<file path="config.mk">
export PLATFORM = sky130hd
export DESIGN_NAME = dma_burst_seq
export DESIGN_NICKNAME = d
export VERILOG_FILES = /design/src/rtl/dma_seq_pkg.sv /design/src/rtl/dma_addr_ctr.sv /design/src/rtl/dma_cmd_sel.sv /design/src/rtl/dma_burst_seq.sv
export SDC_FILE = /design/constraint.sdc
export NUM_CORES = 1
export LEC_CHECK = 0
export BUFFER_PORTS_ARGS = -buffer_cell sky130_fd_sc_hd__buf_4
export CORE_ASPECT_RATIO = 0.9
export CORE_UTILIZATION = 44
export CTS_BUF_LIST = sky130_fd_sc_hd__clkbuf_8
export DETAILED_ROUTE_END_ITERATION = 7
export PLACE_DENSITY_LB_ADDON = 0.25
export SETUP_SLACK_MARGIN = 0.4
export SLEW_MARGIN = 40
export SYNTH_ARGS = -nofsm -noshare
export SYNTH_HDL_FRONTEND = slang
export SYNTH_HIERARCHICAL = 1
export SYNTH_SLANG_ARGS = --single-unit
</file>
<file path="constraint.sdc">
create_clock -name clk -period 2.7 [get_ports clk]
set_input_delay 0.405 -clock clk [delete_from_list [all_inputs] [get_ports clk]]
set_output_delay 0.405 -clock clk [all_outputs]
set_load 0.02 [all_outputs]
</file>
<file path="src/rtl/dma_seq_pkg.sv">
package dma_seq_pkg;
   typedef enum logic [1:0] {
      ST_IDLE = 2'd0,
      ST_REQ  = 2'd1,
      ST_ADDR = 2'd2,
      ST_DATA = 2'd3
   } seq_state_e;

   localparam logic [3:0] CMD_NONE      = 4'b0000;
   localparam logic [3:0] CMD_RD_SINGLE = 4'b0110;
   localparam logic [3:0] CMD_RD_BURST  = 4'b1110;
   localparam logic [3:0] CMD_WRITE     = 4'b0111;
   localparam logic [3:0] BE_ALL_ON     = 4'b0000;
   localparam logic [3:0] BE_ALL_OFF    = 4'b1111;
endpackage

</file>
<file path="src/rtl/dma_addr_ctr.sv">
module dma_addr_ctr #(
   parameter int AW        = 32,
   parameter int CW        = 12,
   parameter int ALIGN_LSB = 4
) (
   input  logic          clk,
   input  logic          rst_n,
   input  logic          load,
   input  logic [AW-1:0] load_addr,
   input  logic [CW-1:0] load_cnt,
   input  logic          step,
   output logic [AW-1:0] addr,
   output logic          last,
   output logic          aligned
);
   localparam logic [AW-1:0] WORD_BYTES = AW'(4);
   localparam logic [CW-1:0] ONE_WORD   = CW'(1);

   logic [CW-1:0] remain;

   always_ff @(posedge clk) begin
      if (!rst_n) begin
         addr   <= '0;
         remain <= '0;
      end else if (load) begin
         addr   <= {load_addr[AW-1:2], 2'b00};
         remain <= load_cnt;
      end else if (step) begin
         addr   <= addr + WORD_BYTES;
         remain <= remain - ONE_WORD;
      end
   end

   assign last = (remain == ONE_WORD);

   generate
      if (ALIGN_LSB <= 2) begin : g_word_align
         assign aligned = 1'b1;
      end else begin : g_wide_align
         assign aligned = (addr[ALIGN_LSB-1:2] == '0);
      end
   endgenerate
endmodule

</file>
<file path="src/rtl/dma_cmd_sel.sv">
module dma_cmd_sel
   import dma_seq_pkg::*;
(
   input  logic       is_write,
   input  logic       rd_burst_ok,
   input  logic       wr_burst_ok,
   input  logic       aligned,
   output logic       use_burst,
   output logic [3:0] cmd
);
   logic permit;

   always_comb begin
      permit    = is_write ? wr_burst_ok : rd_burst_ok;
      use_burst = permit && aligned;
      if (is_write)       cmd = CMD_WRITE;
      else if (use_burst) cmd = CMD_RD_BURST;
      else                cmd = CMD_RD_SINGLE;
   end
endmodule

</file>
<file path="src/rtl/dma_burst_seq.sv">
module dma_burst_seq
   import dma_seq_pkg::*;
#(
   parameter int ADDR_W      = 32,
   parameter int CNT_W       = 12,
   parameter int DATA_W      = 32,
   parameter int ALIGN_BYTES = 16
) (
   input  logic              clk,
   input  logic              rst_n,
   input  logic              start,
   input  logic [ADDR_W-1:0] start_addr,
   input  logic [CNT_W-1:0]  word_count,
   input  logic              dir_write,
   input  logic              burst_rd_en,
   input  logic              burst_wr_en,
   output logic              bus_req,
   input  logic              bus_gnt,
   output logic              bus_addr_valid,
   output logic [ADDR_W-1:0] bus_addr,
   output logic [3:0]        bus_cmd,
   output logic [3:0]        bus_be_n,
   output logic              bus_dvalid,
   input  logic              bus_dready,
   output logic [DATA_W-1:0] bus_wdata,
   input  logic [DATA_W-1:0] bus_rdata,
   input  logic [DATA_W-1:0] fifo_wdata,
   input  logic              fifo_wvalid,
   output logic              fifo_wready,
   output logic [DATA_W-1:0] fifo_rdata,
   output logic              fifo_rvalid,
   output logic              done
);
   localparam int ALIGN_LSB = $clog2(ALIGN_BYTES);

   generate
      if (ALIGN_BYTES < 4 || (ALIGN_BYTES & (ALIGN_BYTES - 1)) != 0) begin : g_bad_align
         $error("ALIGN_BYTES must be a power of two of at least 4");
      end
      if (ADDR_W <= ALIGN_LSB) begin : g_bad_addr
         $error("ADDR_W must exceed the alignment bit count");
      end
      if (CNT_W < 1) begin : g_bad_cnt
         $error("CNT_W must be at least 1");
      end
   endgenerate

   seq_state_e state_q, state_d;
   logic       dir_q, rd_ok_q, wr_ok_q, burst_q, done_q;
   logic       load, accept, ctr_last, ctr_aligned, use_burst;
   logic [3:0] sel_cmd;

   assign load   = (state_q == ST_IDLE) && start && (word_count != '0);
   assign accept = bus_dvalid && bus_dready;

   dma_addr_ctr #(
      .AW        (ADDR_W),
      .CW        (CNT_W),
      .ALIGN_LSB (ALIGN_LSB)
   ) u_ctr (
      .clk       (clk),
      .rst_n     (rst_n),
      .load      (load),
      .load_addr (start_addr),
      .load_cnt  (word_count),
      .step      (accept),
      .addr      (bus_addr),
      .last      (ctr_last),
      .aligned   (ctr_aligned)
   );

   dma_cmd_sel u_cmd (
      .is_write    (dir_q),
      .rd_burst_ok (rd_ok_q),
      .wr_burst_ok (wr_ok_q),
      .aligned     (ctr_aligned),
      .use_burst   (use_burst),
      .cmd         (sel_cmd)
   );

   always_comb begin
      state_d = state_q;
      case (state_q)
         ST_IDLE: if (load)    state_d = ST_REQ;
         ST_REQ:  if (bus_gnt) state_d = ST_ADDR;
         ST_ADDR:              state_d = ST_DATA;
         ST_DATA: begin
            if (accept) begin
               if (ctr_last)     state_d = ST_IDLE;
               else if (!burst_q) state_d = ST_REQ;
            end
         end
         default:              state_d = ST_IDLE;
      endcase
   end

   always_ff @(posedge clk) begin
      if (!rst_n) begin
         state_q <= ST_IDLE;
         dir_q   <= 1'b0;
         rd_ok_q <= 1'b0;
         wr_ok_q <= 1'b0;
         burst_q <= 1'b0;
         done_q  <= 1'b0;
      end else begin
         state_q <= state_d;
         done_q  <= ((state_q == ST_IDLE) && start && (word_count == '0)) ||
                    ((state_q == ST_DATA) && accept && ctr_last);
         if (load) begin
            dir_q   <= dir_write;
            rd_ok_q <= burst_rd_en;
            wr_ok_q <= burst_wr_en;
         end
         if (state_q == ST_ADDR) burst_q <= use_burst;
      end
   end

   assign bus_req        = (state_q != ST_IDLE);
   assign bus_addr_valid = (state_q == ST_ADDR);
   assign bus_cmd        = (state_q == ST_ADDR) ? sel_cmd : CMD_NONE;
   assign bus_be_n       = (state_q == ST_DATA) ? BE_ALL_ON : BE_ALL_OFF;
   assign bus_dvalid     = (state_q == ST_DATA) && (!dir_q || fifo_wvalid);
   assign bus_wdata      = fifo_wdata;
   assign fifo_wready    = accept && dir_q;
   assign fifo_rvalid    = accept && !dir_q;
   assign fifo_rdata     = bus_rdata;
   assign done           = done_q;
endmodule

</file>
======== Word level (Yosys, flattened, before mapping) ========
Cells that the tools add are included.
cells by class
  add/subtract/negate cells ............... 2
  eq/ne operators ......................... 8
  multiplexer cells ....................... 15
  bitwise operators ....................... 1
  reduce and logical (&&, ||, !) cells .... 21
operators with widths
  cell                   count
  $mux 32                2
  $add 32x3->32 const B  1
  $mux 12                2
  $mux 4                 4
  $eq 12x1->1 const B    1
  $logic_not 12->1       1
  $reduce_bool 12->1     1
  $sub 12x1->12 const B  1
  $logic_and 1x1->1      10
  $mux 2                 5
  $pmux 2 s4             1
  $ne 2x2->1 const B     3
  $eq 2x2->1 const B     2
  $logic_not 2->1        2
  $reduce_and 4->1       1
  $reduce_bool 2->1      2
  $ne 3x3->1 const B     1
  $eq 2x1->1 const B     1
  $logic_or 1x1->1       2
  $reduce_or 2->1        1
  $logic_not 1->1        1
  $mux 1                 1
  $not 1->1              1
word-level totals
  register bits ........................... 51
  input port bits ......................... 117
  output and inout bits ................... 110
  word-level logic and storage cells ...... 56

======== Logic depth before layout (Yosys ltp) ========
  word-level depth ........................ 7
  depth in mapped cells ................... 9
  gate-level depth less buffers ........... 8

======== By module ========
Netlist, hierarchy kept.
by module, submodules not included
  module         times used  cells each  area an instance (um^2)  sequential area each (um^2)
  dma_addr_ctr   1           308         2,424.8                  840.8
  dma_burst_seq  1           126         977.2                    140.1
  dma_cmd_sel    1           7           52.6                     0.0

======== Least setup slack after synthesis ========
Ideal clock, no wire load.
  path kind ............................... reg2reg
  start point ............................. register u_ctr.remain[5]
  end point ............................... register state_q[0]
  setup time .............................. 86 ps
  data arrival time ....................... 2,108 ps
  required time ........................... 2,614 ps
  slack ................................... 505 ps
  stages on the path, launching flop included .. 8
  cells stage by stage .................... dfxtp_1 > nor4_1 > nand2_1 > nor4bb_1 > nand2b_1 > a31oi_1 > or4_1 > a221oi_2
between the ends
  word-level cells in the longest chain between the ends .. 4
  elaborated cells between the ends (all ways) .. 6
  classes of those cells .................. eq/ne (2); mux (3); reduce/logical (1)
RTL lines
  item                    RTL line              text
  from (decl)             dma_addr_ctr.sv:19    logic [CW-1:0] remain;
  from (signal assigned)  dma_addr_ctr.sv:27    remain <= load_cnt;
  from (signal assigned)  dma_addr_ctr.sv:30    remain <= remain - ONE_WORD;
  $eq 12x1->1 (*)         dma_addr_ctr.sv:34    assign last = (remain == ONE_WORD);
  net ctr_last            dma_burst_seq.sv:50   logic load, accept, ctr_last, ctr_aligned, use_burst;
  $mux 2                  dma_burst_seq.sv:89   if (ctr_last) state_d = ST_IDLE;
  $mux 2                  dma_burst_seq.sv:88   if (accept) begin
  $pmux 2 s4              dma_burst_seq.sv:83   case (state_q)
  to (signal assigned)    dma_burst_seq.sv:106  state_q <= state_d;
  to (decl)               dma_burst_seq.sv:48   seq_state_e state_q, state_d;
The timed path passes the listed nets; every way through them passes the cells marked *. The select of a mux whose other input is x is not followed.
A chain may end at the register's enable or synchronous reset.

======== Final worst setup path ========
Ends and elaborated chain as after synthesis.

==> metrics.md <==
| Metric | Value |
|---|---|
| DR WL/cell | 15.4 um |
| DP Area | 3800 sq um |
| Ant diodes | 0 |
| Net switching share of the total power | a little over two fifths |
| Maximum clock skew at final layout | 0.0118 ns |
| Clock buffers created by TritonCTS | 5 |
| Final Max Slew Viols | 0 |
| Initial antenna violation count | 0 |
| Full die area | roughly 8200 sq um |
| MaxCap Viol Count | 0 |
| Top cell family by delay on the critical path | simple AND/OR/NAND/NOR gates |
| EDFF count, synth | 0 |
| Share of power burned in the clock network | 14.3% |
| Worst Setup Path Type | reg2reg |
| Standard cell core area | about 7600 sq um |
| Endpoints failing hold | 0 |
| Clk slew on worst S/H paths | approximately 0.090 ns |
| Dominant synthesized flop cell | dfxtp_1 |
| Total of flip-flops plus latches after synthesis | a little under 50 |
| Commonest non-fill, non-tap cells in the layout | buf_4 (108), dfxtp_1 (46), nand2_1 (29), o21ai_0 (29), nor2_1 (28) |
| First-pass DRT Iterations | 4 |
| Total number of vias | 3,096 |
| Overall overflow remaining after global route | 0 |
| Number of clock sinks | just under 50 |
| Clock tree root buffer cell | clkbuf_8 |
| Hpwl dp | between 6 and 7 mm |
| Layout-stage area growth over the synthesis result | 14.5% |
| Worst-skew pair later-pin latency | ~0.30 ns |
| Final-report setup violation count | 0 |
| Largest net degree at the start of global routing | between 40 and 50 |
| Cell row count | 30 |
| Sw Pwr | 1280 uW |
| Final worst-path cycle share | 80.6% |
| Final critical path time including I/O delays and setup | between 2 and 2.5 ns |
| Post-route antenna net violation count | 0 |
| Measured slew at the worst slew-check pin | between 0.6 and 0.7 ns |
| Int Power | 1790 uW |
| Total Nets Final | 595 |
| Capturing element type of the critical path | register |
| Final core utilization | between 50% and 60% |
| Post-Syn Area per Cell | between 7 and 8 sq um |
| Setup tns final | 0 ns |
| Sequential fraction of the synthesis area | about 28% |
| Post-route cell area | around 4000 sq um |
| Combinational fraction of design power | approximately 47% |
| Sequential cell fraction of total power | 38.8% |
| Leak | 0.00159 uW |
| CTS H-tree depth | 2 |
| Warnings from Yosys | 6 |
| Number of standard cells after synthesis | 441 |
| Result of the run | complete, no violations |
| Cell type of the slowest stage on the worst timing path | or4_1 |
| Endpoint arrival time on the critical path | between 2 and 2.5 ns |
| Setup repair after global routing missed its margin | no |
| Vias per std cell | between 5 and 6 |
| Crit-path max cell delay | around 0.42 ns |
| GP Congestion | between 0.8 and 0.9 |
| Type of element launching the critical path | register |
| Normalized max-slew margin | 58.2% |
| Buffers on Ports | 94 |
| Die H | 86.1 um |
| Die Wd | 95.4 um |
| Fraction of layout cells with a size suffix above 1 | between 20% and 30% |
| Vias in the first global route | a little under 3,000 |
| Maximum fanout along the worst path | 3 |
| Most frequent standard cell in the layout excluding fill and tap cells | buf_4 |
| IO Pins | 227 |
| DRC marker count from the first detailed-route iteration | ~150 |
| Total global-route track usage | 21.7% |
| Number of distinct library cells after synthesis | 53 |
| CP Cell Sequence | nor4_4, nand2_1, nor4bb_2, buf_4, nand2b_1, a31oi_1, or4_1, a221oi_2 |
| Drt total wl | approximately 8.7 mm |
| Max clock buf depth | 2 |
| Wire length of the first global-routing pass | between 10 and 15 mm |
| Fmax | around 460 MHz |
| CTS tree | done |
| Total power per unit cell area | between 700 and 800 nW/um^2 |
| Async set-reset flop share out of synthesis | 0% |
| Worst path bufs/invs | 1 |
| Worst EP required | just under 3 ns |
| Initial core utilization | 45.6% |
| Peak supply drop | ~300 uV |
| Drc violations | 0 |
| Syn Std Cell Area | roughly 3500 sq um |
| Tightest Hold Check Type | in2reg |
-- timing repair --
item | 4_1_cts | 5_1_grt
hold buffers | 0 | 0
setup endpoints to repair | 1 | 10
pin swaps | 1 | 5
setup buffers | 0 | 1
resized for setup | 2 | 10
-- worst register-to-register path: stages, from the launching register on --
cell and delay, ns:
dfxtp_4 0.37, nor4_4 0.29, nand2_1 0.10, nor4bb_2 0.29
buf_4 0.17, nand2b_1 0.10, a31oi_1 0.10, or4_1 0.42
a221oi_2 0.25
-- path summary, 6_finish.rpt --
path | slack [ns] | from | to | cells past startpoint
setup / recovery | 0.52 | u_ctr/remain[5] | state_q[0] | 8
hold / removal | 0.33 | burst_wr_en | wr_ok_q | 3
setup reg to reg | 0.52 | u_ctr/remain[5] | state_q[0] | 8
hold reg to reg | 0.47 | wr_ok_q | wr_ok_q | 2
-- power groups by stage --
stage	combinational [uW]	sequential, uW	clock (uW)
after global routing	1590	1230	488
final	1450	1190	439
after CTS	1430	1180	460
after detailed placement	1420	1190	0
after floorplan	917	1280	0
after global placement	1390	1180	0
-- cells in the mapped netlist, types with 4 or more instances --
| library cell | number | area [sq um] |
|---|---|---|
| nor3_1 | 14 | 70.1 |
| and4_1 | 4 | 35.0 |
| a21oi_1 | 19 | 95.1 |
| and3_1 | 6 | 37.5 |
| dfxtp_1 | 49 | 981 |
| nand3_1 | 15 | 75.1 |
| inv_1 | 21 | 78.8 |
| a211oi_1 | 9 | 67.6 |
| and2_1 | 6 | 37.5 |
| buf_4 | 72 | 541 |
| nor2_1 | 28 | 105 |
| mux2i_1 | 7 | 70.1 |
| a31oi_1 | 7 | 43.8 |
| clkbuf_1 | 15 | 56.3 |
| o21ai_0 | 29 | 145 |
| ha_1 | 9 | 113 |
| xor2_1 | 10 | 87.6 |
| nand2_1 | 29 | 109 |
| nand4_1 | 14 | 87.6 |
| a311oi_1 | 4 | 35.0 |
| nor4_1 | 15 | 93.8 |
| xnor2_1 | 14 | 123 |
-- cell families (layout without fill, tap and decap cells) --
family | count (synthesis) | in the layout | synth area share [%]
AO/OA/AOI/OAI | 83 | 83 | 15.2
buffers and inverters | 112 | 138 | 20.0
XOR/XNOR | 24 | 24 | 6.08
flip-flops | 49 | 49 | 28.4
multiplexers | 7 | 7 | 2.03
other | 2 | 4 | 0.217
AND/OR/NAND/NOR | 155 | 155 | 24.8
adder cells (fa/ha/maj) | 9 | 9 | 3.26
-- flip-flops by register name, summed over array words and instances, names as in the netlist --
register / cells
burst_q: 1
wr_ok_q: 1
u_ctr/remain: 12
u_ctr/addr: 30
done: 1
state_q: 2
dir_q: 1
rd_ok_q: 1
-- per-layer routing --
| layer | GRT usage (%) | wire, um | vias up |
|---|---|---|---|
| li1 | - | - | 1542 |
| met2 | 34.9 | 4090 | 96 |
| met1 | 28.0 | 3830 | 1416 |
| met4 | 8.96 | 240 | 0 |
| met5 | 0 | 0 | - |
| met3 | 4.61 | 575 | 42 |
-- final cells by class --
type | instances | area [sq um]
clock buffer | 6 | 82.6
clock inverter | 1 | 3.75
fill | 755 | 3630
inverter | 22 | 82.6
multi-input combinational | 282 | 1850
sequential | 49 | 987
tap | 96 | 120
timing repair buffer | 109 | 831
-- per-stage QoR --
stage | hold WS, ns | instances | worst slack, ns | total power [uW]
final | 0.328 | 565 | 0.524 | 3080
after global routing | 0.322 | 565 | 0.414 | 3310
after CTS | 0.316 | 564 | 0.423 | 3070
after detailed placement | 0.456 | 557 | 0.349 | 2610
after global placement | 0.451 | 557 | 0.388 | 2580
after floorplan | 0.436 | 443 | 0.505 | 2200
No activity file was read; power rests on OpenSTA's default activity.
